File: src/rtl/ext_bus_seq.sv
module ext_bus_seq #(
  parameter int AW    = 24,
  parameter int WAITW = 4,
  parameter int TRIW  = 2,
  parameter int ALEW  = 2
) (
  input  logic             clk,
  input  logic             rst_n,
  input  logic             cfg_single,
  input  logic             cfg_mux,
  input  logic             cfg_bus8,
  input  logic             cfg_strb_dly,
  input  logic             cfg_rdy_en,
  input  logic             cfg_rdy_pol,
  input  logic [WAITW-1:0] cfg_wait,
  input  logic [TRIW-1:0]  cfg_tri,
  input  logic [ALEW-1:0]  cfg_ale,
  input  logic             req,
  input  logic             we,
  input  logic [AW-1:0]    addr,
  input  logic [15:0]      wdata,
  input  logic [1:0]       be,
  output logic             ack,
  output logic [15:0]      rdata,
  output logic             bus_ale,
  output logic             bus_rd_n,
  output logic             bus_wr_n,
  output logic [AW-1:0]    bus_addr,
  output logic [1:0]       bus_be_n,
  output logic [15:0]      bus_dout,
  output logic [1:0]       bus_oe,
  input  logic [15:0]      bus_din,
  input  logic             bus_ready
);

  localparam int CW0 = (WAITW > TRIW) ? WAITW : TRIW;
  localparam int CW  = (CW0 > ALEW) ? CW0 : ALEW;

  typedef enum logic [2:0] {S_IDLE, S_ADDR, S_DLY, S_STRB, S_REC, S_ACK} state_t;

  state_t            st;
  logic [CW-1:0]     cnt;
  logic              m_mux, m_bus8, m_dly, m_ren, m_pol, m_we;
  logic [WAITW-1:0]  m_wait;
  logic [TRIW-1:0]   m_tri;
  logic [ALEW-1:0]   m_ale;
  logic [AW-1:0]     a_q;
  logic [15:0]       wd_q, rd_q;
  logic [1:0]        be_q;
  logic              lane, more;
  logic              rs1, rs2;

  wire rdy_ok   = !m_ren || (rs2 == m_pol);
  wire strb     = (st == S_STRB);
  wire in_cycle = (st == S_ADDR) || (st == S_DLY) || strb;
  wire addr_ph  = (st == S_ADDR) && m_mux;
  wire data_ph  = m_we && (strb || st == S_DLY || (st == S_ADDR && !m_mux));
  wire [7:0]  byte_wd   = lane ? wd_q[15:8] : wd_q[7:0];
  wire [15:0] data_word = m_bus8 ? {8'h00, byte_wd} : wd_q;

  always_ff @(posedge clk or negedge rst_n) begin
    if (!rst_n) begin
      st <= S_IDLE;
      cnt <= '0;
      {m_mux, m_bus8, m_dly, m_ren, m_pol, m_we} <= '0;
      m_wait <= '0;
      m_tri <= '0;
      m_ale <= '0;
      a_q <= '0;
      wd_q <= '0;
      rd_q <= '0;
      be_q <= '0;
      lane <= 1'b0;
      more <= 1'b0;
      rs1 <= 1'b0;
      rs2 <= 1'b0;
    end else begin
      rs1 <= bus_ready;
      rs2 <= rs1;
      case (st)
        S_IDLE: if (req) begin
          m_mux  <= cfg_mux;
          m_bus8 <= cfg_bus8;
          m_dly  <= cfg_strb_dly;
          m_ren  <= cfg_rdy_en;
          m_pol  <= cfg_rdy_pol;
          m_wait <= cfg_wait;
          m_tri  <= cfg_tri;
          m_ale  <= cfg_ale;
          m_we   <= we;
          a_q    <= addr;
          wd_q   <= wdata;
          be_q   <= be;
          rd_q   <= '0;
          lane   <= cfg_bus8 && (be == 2'b10);
          more   <= cfg_bus8 && (be == 2'b11);
          cnt    <= CW'(cfg_ale);
          st     <= cfg_single ? S_ACK : S_ADDR;
        end
        S_ADDR: if (cnt != '0) cnt <= cnt - CW'(1);
                else begin
                  cnt <= CW'(m_wait);
                  st  <= m_dly ? S_DLY : S_STRB;
                end
        S_DLY: st <= S_STRB;
        S_STRB: if (cnt != '0) cnt <= cnt - CW'(1);
                else if (rdy_ok) begin
                  if (!m_we) begin
                    if (!m_bus8)   rd_q <= bus_din & {{8{be_q[1]}}, {8{be_q[0]}}};
                    else if (lane) rd_q[15:8] <= bus_din[7:0];
                    else           rd_q[7:0]  <= bus_din[7:0];
                  end
                  if (!m_we && m_tri != '0) begin
                    cnt <= CW'(m_tri) - CW'(1);
                    st  <= S_REC;
                  end else if (more) begin
                    st   <= S_ADDR;
                    lane <= 1'b1;
                    more <= 1'b0;
                    cnt  <= CW'(m_ale);
                  end else st <= S_ACK;
                end
        S_REC: if (cnt != '0) cnt <= cnt - CW'(1);
               else if (more) begin
                 st   <= S_ADDR;
                 lane <= 1'b1;
                 more <= 1'b0;
                 cnt  <= CW'(m_ale);
               end else st <= S_ACK;
        S_ACK: st <= S_IDLE;
        default: st <= S_IDLE;
      endcase
    end
  end

  assign ack      = (st == S_ACK);
  assign rdata    = rd_q;
  assign bus_ale  = (st == S_ADDR);
  assign bus_rd_n = !(strb && !m_we);
  assign bus_wr_n = !(strb && m_we);
  assign bus_addr = {a_q[AW-1:1], m_bus8 ? lane : a_q[0]};
  assign bus_be_n = !in_cycle ? 2'b11 : (m_bus8 ? 2'b10 : ~be_q);
  assign bus_dout = addr_ph ? bus_addr[15:0] : data_word;
  assign bus_oe   = addr_ph ? 2'b11 : (data_ph ? (m_bus8 ? 2'b01 : 2'b11) : 2'b00);

  assert_strb_excl_R11: assert property (@(posedge clk) disable iff (!rst_n)
    (bus_rd_n || bus_wr_n) && !(bus_ale && !(bus_rd_n && bus_wr_n)));

  assert_rd_float_R8: assert property (@(posedge clk) disable iff (!rst_n)
    !bus_rd_n |-> bus_oe == 2'b00);

  assert_ack_pulse_R10: assert property (@(posedge clk) disable iff (!rst_n)
    ack |=> !ack);

  assert_single_R1: assert property (@(posedge clk) disable iff (!rst_n)
    (st == S_IDLE && req && cfg_single) |=> (ack && !bus_ale));

  assert_rdy_end_R5: assert property (@(posedge clk) disable iff (!rst_n)
    (m_ren && ($rose(bus_rd_n) || $rose(bus_wr_n))) |-> $past(rs2) == m_pol);

  assert_recover_R9: assert property (@(posedge clk) disable iff (!rst_n)
    ($rose(bus_rd_n) && m_tri != '0) |-> (bus_oe == 2'b00 && !bus_ale));

endmodule

File: config.mk
export PLATFORM = sky130hd
export DESIGN_NAME = ext_bus_seq
export DESIGN_NICKNAME = d
export VERILOG_FILES = /design/src/rtl/ext_bus_seq.sv
export SDC_FILE = /design/constraint.sdc
export NUM_CORES = 1
export LEC_CHECK = 0
export CAP_MARGIN = 5
export CORE_MARGIN = 3
export CORE_UTILIZATION = 50
export CTS_CLUSTER_SIZE = 30
export DETAILED_ROUTE_END_ITERATION = 12
export GPL_TIMING_DRIVEN = 0
export PLACE_DENSITY = 0.85
export SYNTH_ARGS = -nofsm -noshare
export SYNTH_HDL_FRONTEND = slang
export SYNTH_SLANG_ARGS = --single-unit
File: constraint.sdc
create_clock -name clk -period 3.7 [get_ports clk]
set_input_delay 0.925 -clock clk [delete_from_list [all_inputs] [get_ports clk]]
set_output_delay 0.925 -clock clk [all_outputs]
set_load 0.01 [all_outputs]
==> run summary <==
Run status - finished clean
CP peak stage delay - 590 ps
CTS sink cnt - 83
Violation count after the first detailed-route iteration - 189
Buf/Inv on CP - 3
HPWL reported at the end of detailed placement - 8940 µm
Worst-Margin Slew - 703 ps
Grt ovf - 0
CP startpoint kind - register
Vias post-DR - 3672
Crit path DAT - 2550 ps
PD cells - 864 nW/µm²
Fillers - 627
Final setup vio count - 0
Cell breakdown of the critical path - nor3b_4 > and2_0 > clkbuf_1 > buf_2 > nand2_1 > o21ai_0 > clkdlybuf4s50_1
Yosys cell types - 61
Diode count - 0
Area of the multi-input gates - 2010 µm²
Final Skew - 10.7 ps
Max Buffers Root-to-Sink - 2
Most frequent cells in the layout - clkdlybuf4s50_1, dfrtp_1, mux2_2
Num CTS Buffers - 9
Placed Area - 6010 µm²
Worst skew pair latency - 350 ps
Post-route setup TNS - 0 ps
Die H - 100 µm
DRC violations left - 0
Clock slew seen by the registers of the worst setup and hold paths - 90 ps
CORE AREA - 8420 µm²
Pre-antenna DRT Iters - 4
First-pass GRT wire length - 19300 µm
Req. time, crit path - 2770 ps
Sequential area share after synthesis - 0.467
Die area - 10100 µm²
Antenna violations before repair - 0
Hold Crit Start - rs1
Synth Instances - 412
Endpoint type of the worst setup path - primary output
Share of layout cells above drive strength 1 - 0.231
FF-to-FF Start - cnt[0]
Final Max Slew Viols - 0
Fmax - 288 MHz
Unrepaired setup endpoints after global routing - false
Fraction of registers with async set/reset - 1.00
Critical path class - reg -> out
Initial core utilization - 0.528
CTS tree - done
Post-synth top flop - dfrtp_1
Root buffer cell - clkbuf_8
PortBufs - 140
Syn Nets - 493
Synthesis Warnings - 0
CTS Hold Bufs - 0
H-tree depth - 3
Relative slew slack - 0.530
Avg Synthesized Cell Area - 10.8 µm²
Vias per Instance - 5.43
Seq. cell area - 2080 µm²
LEAKAGE - 2.68 nW
Mapped Area - 4450 µm²
Routability cong. - 0.903
Slowest CP cell - clkdlybuf4s50_1
CP max FO - 10
Nets - 647
WL per Instance - 17.4 µm
Top cell family by delay on the critical path - buffers and inverters
Worst Setup SP - st[0]
# Max-Cap Violations - 0
Min Tclk post-route - 3470 ps
Largest net degree at the start of global routing - 72
Worst VDD drop - 0.529 mV
Vias in the first global route - 3886
DIE WIDTH - 100 µm
Tot GR Track Use - 0.245
Finished Cell Area - 6230 µm²
Area growth, synth to finish - 40.0%
# IOs - 141
Site Rows - 33
Pwr Total - 5.38 mW
Wirelength, routed - 11800 µm
Remaining antenna violation count - 0
Post-route clock period utilization - 0.939
#FFs+latches synth - 83
Post-synth EDFFs - 0
HP Class - reg -> reg
Commonest non-fill, non-tap cell in the layout - clkdlybuf4s50_1
Hold Fails Final Rpt - 0
==> registers in the layout (all words and copies together) (netlist names), 2 cells and up <==
name / cells
a_q: 24
be_q: 2
wd_q: 16
m_ale: 2
cnt: 4
st: 3
rdata: 16
m_wait: 4
m_tri: 2
==> layout make-up <==
cell class / instances / share of cell area
Timing Repair Buffer: 143 / 0.231
Clock inverter: 6 / 0.0116
Tap cell: 105 / 0.0211
Sequential cell: 83 / 0.333
Buffer: 47 / 0.0496
Multi-Input combinational cell: 265 / 0.322
Inverter: 17 / 0.0102
Clock buffer: 10 / 0.0205
==> per-stage QoR <==
| step | hold slack [ps] | utilization | cells | setup slack [ps] |
|---|---|---|---|---|
| final | 359 | 0.740 | 676 | 227 |
| after global routing | 361 | 0.740 | 676 | 33.1 |
| after detailed placement | 341 | 0.713 | 658 | 414 |
| after CTS | 357 | 0.737 | 674 | 2.02 |
| after global placement | 335 | 0.710 | 657 | -1270 |
| after floorplan | 331 | - | 412 | 1220 |
==> worst register-to-register path: stages (launching register included) <==
cell	delay [ps]
dfrtp_1	430
inv_1	130
ha_1	230
nor3b_1	610
nand4_1	370
nand2_1	220
o2bb2ai_1	140
==> report_power, final <==
| part | leakage (nW) | internal [mW] | total (mW) | switching (mW) |
|---|---|---|---|---|
| sequential | 1.02 | 1.31 | 1.60 | 0.292 |
| clock | 0.0910 | 0.319 | 0.674 | 0.355 |
| combinational | 1.57 | 1.71 | 3.11 | 1.39 |
| total | 2.68 | 3.34 | 5.38 | 2.04 |
==> per-layer routing <==
layer  track usage  part of all wire  vias to the layer above
met5             0                 0                        -
met4        0.0642             0.014                        0
met3        0.0660             0.074                       17
met2         0.420              0.50                      138
met1         0.306              0.41                     1776
li1              -                 -                     1741
==> synth_stat cells, drive strengths merged (5+ instances only) <==
| master | instances | area share |
|---|---|---|
| dfrtp | 83 | 0.47 |
| mux2 | 60 | 0.15 |
| nand2 | 48 | 0.040 |
| buf | 42 | 0.065 |
| o21ai | 31 | 0.036 |
| inv | 17 | 0.014 |
| mux2i | 16 | 0.036 |
| nor2 | 16 | 0.013 |
| a22oi | 9 | 0.015 |
| a21oi | 8 | 0.012 |
| nand2b | 7 | 0.0098 |
| nand4 | 6 | 0.012 |
| clkbuf | 5 | 0.0042 |
| nor3b | 5 | 0.013 |
==> path summary, 6_finish.rpt <==
kind	slack, ps	end	depth (start not counted)
setup / recovery	230	bus_dout[15]	7
hold / removal	360	rs2	0
setup reg to reg	1490	cnt[1]	6
hold reg to reg	360	rs2	0
max in group asynchronous	2690	st[0]	2
min in group asynchronous	410	a_q[21]	1
==> kinds of logic (layout without fill, tap and decap cells) <==
group	Yosys count	in the layout	synth area share
fa+ha+maj	4	4	0.0112
xor+xnor	2	2	0.00394
flops	83	83	0.467
mux	76	76	0.188
buf+inv	64	223	0.0835
simple gates	107	107	0.129
compound gates	76	76	0.118
==> what timing repair did <==
item / in CTS / in global routing
gates resized for setup: 0 / 3
buffers inserted: 0 / 2
setup endpoints to repair: 0 / 16
Power figures use the tool's default switching activity.
